===== config.mk =====
export PLATFORM = sky130hd
export DESIGN_NAME = ringdb_ctrl
export DESIGN_NICKNAME = d
export VERILOG_FILES = /design/src/rtl/ringdb_pkg.sv /design/src/rtl/ringdb_decode.sv /design/src/rtl/ringdb_slot.sv /design/src/rtl/ringdb_ctrl.sv
export SDC_FILE = /design/constraint.sdc
export NUM_CORES = 2
export LEC_CHECK = 0
export BUFFER_PORTS_ARGS = -buffer_cell sky130_fd_sc_hd__buf_2
export CAP_MARGIN = 20
export CELL_PAD_IN_SITES_DETAIL_PLACEMENT = 1
export CELL_PAD_IN_SITES_GLOBAL_PLACEMENT = 2
export CORE_UTILIZATION = 24
export CTS_BUF_LIST = sky130_fd_sc_hd__clkbuf_4 sky130_fd_sc_hd__clkbuf_8 sky130_fd_sc_hd__clkbuf_16
export CTS_CLUSTER_SIZE = 20
export DETAILED_ROUTE_END_ITERATION = 10
export GPL_ROUTABILITY_DRIVEN = 1
export HOLD_SLACK_MARGIN = 0.15
export PLACE_DENSITY = 0.62
export SYNTH_ARGS = -nofsm -noshare
export SYNTH_HDL_FRONTEND = slang
export SYNTH_SLANG_ARGS = --single-unit

===== constraint.sdc =====
create_clock -name clk -period 56.5 [get_ports clk]
set_clock_uncertainty 0.1 [all_clocks]
set_input_delay 16.95 -clock clk [delete_from_list [all_inputs] [get_ports clk]]
set_output_delay 16.95 -clock clk [all_outputs]
set_load 0.01 [all_outputs]

===== src/rtl/ringdb_pkg.sv =====
package ringdb_pkg;
    localparam int OCC_W  = 21;
    localparam int CNT_W  = 8;
    localparam int WIN_W  = 12;
    localparam int DATA_W = 32;

    localparam logic [WIN_W-1:0] OFS_DOORBELL = 12'h010;
    localparam logic [WIN_W-1:0] OFS_COUNT    = 12'h018;
    localparam logic [WIN_W-1:0] OFS_WINDEX   = 12'h01C;
    localparam logic [WIN_W-1:0] OFS_SIZE     = 12'h028;
    localparam logic [WIN_W-1:0] OFS_CLEAR    = 12'h02C;

    typedef enum logic [2:0] {
        RK_NONE,
        RK_DOORBELL,
        RK_COUNT,
        RK_WINDEX,
        RK_SIZE,
        RK_CLEAR
    } reg_kind_e;
endpackage


===== src/rtl/ringdb_decode.sv =====
module ringdb_decode
    import ringdb_pkg::*;
#(
    parameter int NUM_RINGS = 4,
    parameter int RING_BITS = 2,
    parameter int ADDR_W    = 14
) (
    input  logic                 clk,
    input  logic                 rst_n,
    input  logic [ADDR_W-1:0]    addr,
    output reg_kind_e            kind,
    output logic [NUM_RINGS-1:0] sel,
    output logic [RING_BITS-1:0] ring_idx
);
    logic [WIN_W-1:0] ofs;
    logic             in_range;

    always_comb begin
        ring_idx = addr[ADDR_W-1:WIN_W];
        ofs      = addr[WIN_W-1:0];
        in_range = (int'(ring_idx) < NUM_RINGS);
        sel      = in_range ? (NUM_RINGS'(1) << ring_idx) : '0;
        kind     = RK_NONE;
        if (in_range) begin
            case (ofs)
                OFS_DOORBELL: kind = RK_DOORBELL;
                OFS_COUNT:    kind = RK_COUNT;
                OFS_WINDEX:   kind = RK_WINDEX;
                OFS_SIZE:     kind = RK_SIZE;
                OFS_CLEAR:    kind = RK_CLEAR;
                default:      kind = RK_NONE;
            endcase
        end
    end

    // at most one ring window is addressed
    p_sel_onehot_r7: assert property (@(posedge clk) disable iff (!rst_n)
        $onehot0(sel));
endmodule


===== src/rtl/ringdb_slot.sv =====
module ringdb_slot
    import ringdb_pkg::*;
#(
    parameter int IDX_W = 16
) (
    input  logic             clk,
    input  logic             rst_n,
    input  logic             db_we,
    input  logic [CNT_W-1:0] db_cnt,
    input  logic             size_we,
    input  logic [IDX_W-1:0] size_val,
    input  logic             clr,
    input  logic             td_set,
    output logic [OCC_W-1:0] occ,
    output logic             td,
    output logic [IDX_W-1:0] widx,
    output logic [IDX_W-1:0] size
);
    typedef struct packed {
        logic [OCC_W-1:0] occ;
        logic             td;
        logic [IDX_W-1:0] widx;
        logic [IDX_W-1:0] size;
    } slot_t;

    slot_t st_d, st_q;
    logic [OCC_W-1:0] cnt_ext;
    logic             cnt_pos;
    logic [IDX_W:0]   idx_sum;
    logic [IDX_W:0]   idx_mod;

    always_comb begin
        st_d    = st_q;
        cnt_ext = {{(OCC_W-CNT_W){db_cnt[CNT_W-1]}}, db_cnt};
        cnt_pos = !db_cnt[CNT_W-1] && (db_cnt != '0);
        idx_sum = {1'b0, st_q.widx} + (IDX_W+1)'(db_cnt[CNT_W-2:0]);
        idx_mod = (st_q.size != '0) ? (idx_sum % {1'b0, st_q.size}) : '0;
        if (td_set)
            st_d.td = 1'b1;
        if (db_we) begin
            st_d.occ = st_q.occ + cnt_ext;
            if (cnt_pos && st_q.size != '0)
                st_d.widx = idx_mod[IDX_W-1:0];
        end
        if (size_we)
            st_d.size = size_val;
        if (clr) begin
            st_d.occ  = '0;
            st_d.widx = '0;
            st_d.td   = 1'b0;
        end
    end

    always_ff @(posedge clk or negedge rst_n) begin
        if (!rst_n) st_q <= '0;
        else        st_q <= st_d;
    end

    assign occ  = st_q.occ;
    assign td   = st_q.td;
    assign widx = st_q.widx;
    assign size = st_q.size;

    // count holds without a doorbell or clear
    p_count_hold_r4: assert property (@(posedge clk) disable iff (!rst_n)
        (!db_we && !clr) |=> $stable(occ));
    // clear empties the ring
    p_clear_empty_r9: assert property (@(posedge clk) disable iff (!rst_n)
        clr |=> (occ == '0 && widx == '0 && !td));
    // teardown flag is sticky until clear
    p_td_sticky_r8: assert property (@(posedge clk) disable iff (!rst_n)
        (td && !clr) |=> td);
    // pulse sets the flag when no clear competes
    p_td_set_r8: assert property (@(posedge clk) disable iff (!rst_n)
        (td_set && !clr) |=> td);
    // positive step keeps index below size
    p_widx_bound_r6: assert property (@(posedge clk) disable iff (!rst_n)
        (db_we && !db_cnt[CNT_W-1] && db_cnt != '0 && size != '0 && !clr && !size_we)
        |=> (widx < size));
endmodule


===== src/rtl/ringdb_ctrl.sv =====
module ringdb_ctrl
    import ringdb_pkg::*;
#(
    parameter int NUM_RINGS = 4,
    parameter int IDX_W     = 16,
    localparam int RING_BITS = (NUM_RINGS > 1) ? $clog2(NUM_RINGS) : 1,
    localparam int ADDR_W    = RING_BITS + WIN_W
) (
    input  logic                 clk,
    input  logic                 rst_n,
    input  logic                 req_valid,
    output logic                 req_ready,
    input  logic                 req_write,
    input  logic [ADDR_W-1:0]    req_addr,
    input  logic [DATA_W-1:0]    req_wdata,
    output logic                 rsp_valid,
    output logic [DATA_W-1:0]    rsp_rdata,
    input  logic [NUM_RINGS-1:0] tdown_done
);
    typedef struct packed {
        logic              valid;
        logic [DATA_W-1:0] data;
    } rsp_t;

    reg_kind_e            kind;
    logic [NUM_RINGS-1:0] sel;
    logic [RING_BITS-1:0] ring_idx;
    logic                 wr_fire;
    logic                 rd_fire;

    logic [OCC_W-1:0] occ_a  [NUM_RINGS];
    logic             td_a   [NUM_RINGS];
    logic [IDX_W-1:0] widx_a [NUM_RINGS];
    logic [IDX_W-1:0] size_a [NUM_RINGS];

    rsp_t rsp_d, rsp_q;

    assign req_ready = 1'b1;
    assign wr_fire   = req_valid && req_write;
    assign rd_fire   = req_valid && !req_write;

    ringdb_decode #(
        .NUM_RINGS(NUM_RINGS),
        .RING_BITS(RING_BITS),
        .ADDR_W   (ADDR_W)
    ) u_dec (
        .clk     (clk),
        .rst_n   (rst_n),
        .addr    (req_addr),
        .kind    (kind),
        .sel     (sel),
        .ring_idx(ring_idx)
    );

    for (genvar g = 0; g < NUM_RINGS; g++) begin : g_ring
        ringdb_slot #(.IDX_W(IDX_W)) u_slot (
            .clk     (clk),
            .rst_n   (rst_n),
            .db_we   (wr_fire && sel[g] && kind == RK_DOORBELL),
            .db_cnt  (req_wdata[CNT_W-1:0]),
            .size_we (wr_fire && sel[g] && kind == RK_SIZE),
            .size_val(req_wdata[IDX_W-1:0]),
            .clr     (wr_fire && sel[g] && kind == RK_CLEAR),
            .td_set  (tdown_done[g]),
            .occ     (occ_a[g]),
            .td      (td_a[g]),
            .widx    (widx_a[g]),
            .size    (size_a[g])
        );
    end

    always_comb begin
        rsp_d.valid = rd_fire;
        rsp_d.data  = '0;
        for (int i = 0; i < NUM_RINGS; i++) begin
            if (sel[i]) begin
                case (kind)
                    RK_COUNT:  rsp_d.data = {td_a[i], {(DATA_W-1-OCC_W){1'b0}}, occ_a[i]};
                    RK_WINDEX: rsp_d.data = DATA_W'(widx_a[i]);
                    RK_SIZE:   rsp_d.data = DATA_W'(size_a[i]);
                    default:   rsp_d.data = '0;
                endcase
            end
        end
    end

    always_ff @(posedge clk or negedge rst_n) begin
        if (!rst_n) rsp_q <= '0;
        else        rsp_q <= rsp_d;
    end

    assign rsp_valid = rsp_q.valid;
    assign rsp_rdata = rsp_q.data;

    // a response follows each accepted read
    p_rsp_follow_r2: assert property (@(posedge clk) disable iff (!rst_n)
        (req_valid && !req_write) |=> rsp_valid);
    // no response without a read
    p_rsp_quiet_r2: assert property (@(posedge clk) disable iff (!rst_n)
        !(req_valid && !req_write) |=> !rsp_valid);
endmodule


# Word-level counts from Yosys, hierarchy flattened
# Cells that the tools add are included.
dict set report totals {
  regBits 249
  input_bits 54
  out_inout_bits 34
  wordCells 120
}
dict set report classes {
  n_addsub 8
  div 4
  n_eq_ne 10
  n_shift 1
  n_mux 33
  n_reduce_logical 46
}
# cell count
set ops {}
lappend ops {{$pmux W32 S3} 4}
lappend ops {{$mux W16} 12}
lappend ops {{$mux W38} 4}
lappend ops {{$mux W32} 4}
lappend ops {{$add A21 B21 Y21} 4}
lappend ops {{$mux W21} 4}
lappend ops {{$add A16 B7 Y17} 4}
lappend ops {{$mod A17 B16 Y17} 4}
lappend ops {{$reduce_bool A16 Y1} 4}
lappend ops {{$eq A12 B5 Y1 const B} 3}
lappend ops {{$eq A12 B6 Y1 const B} 2}
lappend ops {{$reduce_bool A2 Y1} 12}
lappend ops {{$logic_and A1 B1 Y1} 23}
lappend ops {{$pmux W3 S5} 1}
lappend ops {{$reduce_and A2 Y1} 4}
lappend ops {{$reduce_bool A8 Y1} 1}
lappend ops {{$eq A3 B2 Y1 const B} 2}
lappend ops {{$eq A3 B3 Y1 const B} 2}
lappend ops {{$mux W1} 4}
lappend ops {{$shl A1 B2 Y4 const A} 1}
lappend ops {{$eq A3 B1 Y1 const B} 1}
lappend ops {{$logic_not A1 Y1} 2}

# Depth between registers and ports, before layout
dict set report depth {
  ltp_word 8
  ltp_mapped 160
  mapped_depth_nobuf 152
}

# By module
# From an unflattened synthesis, not the netlist that was laid out.
dict set report unflattened {
  hier_cells 6960
  hier_area_um2 51466.9
}
# module n_inst cells_each area_per_inst_um2 seq_area_each_um2
set modules_own_cells {}
lappend modules_own_cells {{ringdb_slot (g_ring[3].u_slot)} 1 1697 12423.2 1351.3}
lappend modules_own_cells {{ringdb_slot (g_ring[1].u_slot)} 1 1636 12189.2 1351.3}
lappend modules_own_cells {{ringdb_slot (g_ring[0].u_slot)} 1 1611 11979.0 1351.3}
lappend modules_own_cells {{ringdb_slot (g_ring[2].u_slot)} 1 1610 11942.7 1351.3}
lappend modules_own_cells {ringdb_ctrl 1 391 2817.7 575.6}
lappend modules_own_cells {ringdb_decode 1 15 115.1 0.0}

# Least setup slack after synthesis
# Ideal clock, no wire load.
dict set report synth_timing {
  path_kind {input to register}
  start {input req_wdata[0]}
  end {register g_ring[0].u_slot.st_q (netlist bit g_ring[0].u_slot.widx[10])}
  setup_ps 133
  arrival_time_ps 48852
  t_required_ps 56267
  setup_slack_ps 7415
  cell_stages 147
  path_buffers 8
  path_cell_list {ha_1 > fa_1 > a211oi_1 > o21ai_0 > nand4_1 > inv_1 > ha_1 > nand4_1 > a2111oi_0 > a31oi_1 > or3_1 > a21oi_1 > ha_1 > nor4b_1 > nor2_1 > o21ai_0 > nor2_1 > ha_1 > (+111 left out) > nand2_1 > o21ai_0 > inv_1 > ha_1 > nor2b_1 > o21ai_0 > a21boi_0 > o21a_1 > o211ai_1 > a31oi_1 > nand4_1 > nand4b_1 > a21oi_1 > a21boi_0 > nor4_4 > buf_2 > mux2i_1 > o21ai_0}
}
dict set report synth_between {
  elab_chain_len 6
  word_cells_on_any_way 11
  classes_between {1 x add/sub; 1 x div; 4 x mux; 5 x reduce/logical}
}
# element line
set synth_rtl {}
lappend synth_rtl {{start, declared} ringdb_ctrl.sv:15} ;# input logic [DATA_W-1:0] req_wdata,
lappend synth_rtl {{$add A16 B7 Y17} ringdb_slot.sv:36} ;# idx_sum = {1'b0, st_q.widx} + (IDX_W+1)'(db_cnt[CNT_W-2:0]);
lappend synth_rtl {{$mod A17 B16 Y17} ringdb_slot.sv:37} ;# idx_mod = (st_q.size != '0) ? (idx_sum % {1'b0, st_q.size}) : '0;
lappend synth_rtl {{$mux W16} ringdb_slot.sv:37}
lappend synth_rtl {{$mux W16} ringdb_slot.sv:42} ;# if (cnt_pos && st_q.size != '0)
lappend synth_rtl {{$mux W16} ringdb_slot.sv:40} ;# if (db_we) begin
lappend synth_rtl {{$mux W38} ringdb_slot.sv:47} ;# if (clr) begin
lappend synth_rtl {{end signal, assigned} ringdb_slot.sv:56} ;# else st_q <= st_d;
lappend synth_rtl {{end, declared} ringdb_slot.sv:26} ;# slot_t st_d, st_q;
# Parallel ways exist; a longest one is shown, timed or not. The select of a mux whose other input is x is not followed.
# A chain may end at the register's enable or synchronous reset.

# Final worst setup path
dict set report layout_timing {
  start {input req_wdata[0]}
  end {register g_ring[3].u_slot.st_q (netlist bit g_ring[3].u_slot.widx[3])}
}
dict set report layout_between {
  elab_chain_len 6
  word_cells_on_any_way 11
  classes_between {1 x add/sub; 1 x div; 4 x mux; 5 x reduce/logical}
}
# element line
set layout_rtl {}
lappend layout_rtl {{$add A16 B7 Y17} ringdb_slot.sv:36}
lappend layout_rtl {{$mod A17 B16 Y17} ringdb_slot.sv:37}
lappend layout_rtl {{$mux W16} ringdb_slot.sv:37}
lappend layout_rtl {{$mux W16} ringdb_slot.sv:42}
lappend layout_rtl {{$mux W16} ringdb_slot.sv:40}
lappend layout_rtl {{$mux W38} ringdb_slot.sv:47}
lappend layout_rtl {{end signal, assigned} ringdb_slot.sv:56}
lappend layout_rtl {{end, declared} ringdb_slot.sv:26}
# Parallel ways exist; a longest one is shown, timed or not. The select of a mux whose other input is x is not followed.

==> impl_metrics.yaml <==
min_path:
  worstHoldStart: "g_ring[2].u_slot.widx[15]$_DFFE_PN0P_"
  whs_path_depth: 2
  hold_class: "register to register"
  holdPathEnd: "g_ring[2].u_slot.widx[15]$_DFFE_PN0P_"
die:
  io_pins: 88
  dieArea_sq_mm: 0.2031
  start_util: 0.2417
  core_sq_mm: 0.1999
  die_y_um: 450.7
  chipWidth_um: 450.7
  rows: 164
cells_and_area:
  nFillCells: 24390
  multi_input_comb_area_sq_mm: 0.04063
  layout-drive-gt1-share: 0.08494
  layout.area.seq_sq_mm: 0.005981
  layout_commonest_cell: "ha_1"
  mostFrequentLayoutCells: "ha_1 (724), nand2_1 (684), nor2_1 (562)"
  area_growth_pct: 11.22
  fin_nets: 7348
placement:
  dp_slack_ns: 1.508
  dp_hpwl_um: 163400
  port-buffer-count: 60
  gp_congestion: 0.8569
global_route:
  gr-total-overflow: 0
  grt.total_usage: 0.1968
  antenna_found_initial: 9
  grt_pass1_vias: 51070
  grt_pass1_wl_um: 314500
  grt_max_degree: 106
power:
  irDropWorstVdd_v: 0.00001847
  p_per_area_mw_per_mm2: 8.591
  leakage_uw: 0.02719
logic_synthesis:
  synth_seq_cells: 239
  synth_top_area_frac: 0.1875
  ys_seq_area_frac: 0.1238
  synth_enable_flop_cells: 0
  synth_area_leaders: "ha_1 (19%), dfrtp_1 (12%), nand2_1 (5.3%)"
  synth_area_sq_mm: 0.04831
  ys_types: 96
  synth_warnings: 0
  yosysTopAreaCell: "ha_1"
  synthArstFlopShare: 1.000
  synth-main-ff-cell: "dfrtp_1"
  synth.avg_cell_area_sq_um: 7.459
  postSynthCellCount: 6477
drt:
  dr.pass1.iters: 7
  wl_per_cell_um: 22.30
  drc: 0
  viasPerCell: 5.374
  vias: 49670
  wirelength_um: 206100
  drtAntennaViolNets: 0
  dr.first_iter.drc_count: 2488
critical_path:
  reg2reg_to: "g_ring[3].u_slot.widx[3]$_DFFE_PN0P_"
  critPathSlowestCell: "o41ai_1"
  crit_required_ns: 56.84
  crit_type: "input port to register"
  reg2reg_from: "g_ring[3].u_slot.size[14]$_DFFE_PN0P_"
  max_stage_delay_ns: 0.60
  worst_setup_path_end_kind: "register"
  r2r_slack_ns: 19.10
  cp_max_fo: 12
  ff2ff_path_depth: 134
  crit_arrival_ns: 53.95
  startpoint_type: "input port"
  critPathLaunch: "req_wdata[0]"
  path_common_cell: "ha_1"
timing:
  tightest_slew_ns: 1.037
  period_minus_slack_ns: 53.61
  tns_ns: 0
  min_period_over_period: 0.9488
  finalHoldViolations: 0
  rsz0062_at_grt: "false"
  final_max_slew_viol_count: 0
  timing.fmax_ghz: 0.01865
  setup_slack_ns: 2.891
  relSlewSlack: 0.2908
  setup_violations: 0
clock_network:
  worstSkewPairLatency_ns: 0.59
  cts.path.max_buffers: 3
  path_clk_slew_ns: 0.06
  cts_sinks: 239
  cts_tree: "yes"
  root_buffer: "clkbuf_16"
  htreeDepth: 1
  numCtsBuffers: 30
run_status:
  status: "completed"
run:
  max_cap_viol_count: 0
==> worst max-delay path, delay by kind of cell <==
kind                     cells  cell delay [ns]
buffers and inverters        8             1.33
adder cells (fa/ha/maj)     19             6.07
AND/OR/NAND/NOR             27             6.01
AO/OA/AOI/OAI               77            20.52
multiplexers                 9             2.95
==> layout make-up <==
class / instances / area share
clock inverters: 13 / 0.004564
flip-flops and latches: 239 / 0.1113
repair buffers: 215 / 0.02743
multi-input cells: 5769 / 0.7563
clock buffers: 42 / 0.01714
diodes: 6 / 0.0002794
inverters: 303 / 0.02117
well taps: 2656 / 0.06185
==> metrics by stage <==
stage               total power [uW]  hold slack, ns  area (sq um)  std cells  utilization
floorplan                      209.5          0.3498         48340       6486            -
global placement               233.7          0.3778         52450       9178       0.2625
detailed placement             234.6          0.3838         52450       9178       0.2625
CTS                            465.3          0.3980         53620       9233       0.2683
global route                   476.0          0.4300         53720       9238       0.2688
finish                         461.6          0.3889         53730       9243       0.2688
==> cell families (layout without fill, tap and decap cells) <==
logic type | count (synthesis) | after routing | synth area share
buffers and inverters | 478 | 573 | 0.03864
AND/OR/NAND/NOR | 2308 | 2308 | 0.2279
XOR/XNOR | 424 | 424 | 0.07687
flip-flops | 239 | 239 | 0.1238
multiplexers | 268 | 268 | 0.06234
adder cells (fa/ha/maj) | 736 | 736 | 0.1925
AO/OA/AOI/OAI | 2022 | 2022 | 0.2778
other | 2 | 17 | 0.0001555
==> sequential cells by signal (all words and copies together), names as in the netlist <==
signal              count
rsp_rdata              22
g_ring.u_slot.occ      84
g_ring.u_slot.widx     64
g_ring.u_slot.size     64
g_ring.u_slot.td        4
rsp_valid               1
==> metal layers <==
layer / wire, um / global-route usage
met3: 4353 / 0.01061
met4: 5480 / 0.04773
met5: 36 / 0
met2: 98580 / 0.3441
met1: 97670 / 0.2624
==> report_power, final <==
part           switching [uW]  internal (uW)  leakage (uW)
combinational            39.4           20.1        0.0236
sequential              0.404            171       0.00297
clock                    85.6            145      0.000573
total                     125            336        0.0272
==> cell usage after synthesis, drive strengths merged (22+ instances only) <==
| cell type | n |
|---|---|
| ha | 724 |
| nand2 | 686 |
| nor2 | 566 |
| o21ai | 472 |
| a21oi | 408 |
| inv | 302 |
| nor3 | 251 |
| xnor2 | 241 |
| dfrtp | 239 |
| o21a | 203 |
| a21o | 187 |
| xor2 | 183 |
| nand3 | 158 |
| mux2i | 149 |
| clkbuf | 146 |
| mux2 | 103 |
| or3 | 99 |
| or2 | 89 |
| a31oi | 81 |
| a211oi | 73 |
| and2 | 72 |
| nand4 | 68 |
| o31ai | 68 |
| o211ai | 66 |
| nor2b | 64 |
| nand2b | 61 |
| and3 | 55 |
| o22ai | 51 |
| a21boi | 48 |
| nor4 | 48 |
| o21bai | 32 |
| buf | 29 |
| a2111oi | 25 |
| or4 | 23 |
| a31o | 22 |
==> worst max path at each step <==
stage                                                 end  slack [ns]  cells past startpoint
floorplan           g_ring[0].u_slot.widx[10]$_DFFE_PN0P_        7.41                    147
global placement    g_ring[2].u_slot.widx[14]$_DFFE_PN0P_        1.85                    135
detailed placement  g_ring[1].u_slot.widx[14]$_DFFE_PN0P_        1.51                    138
CTS                  g_ring[2].u_slot.widx[8]$_DFFE_PN0P_        1.92                    135
global route         g_ring[2].u_slot.widx[9]$_DFFE_PN0P_        0.01                    138
finish               g_ring[3].u_slot.widx[3]$_DFFE_PN0P_        2.89                    140
==> timing repair <==
item / CTS / global route
hold buffers: 0 / 0
buffers inserted: 0 / 2
gates resized for setup: 0 / 25
endpoints found under the hold margin: 0 / 0
endpoints found under the setup margin: 0 / 64
Power figures use the tool's default switching activity.
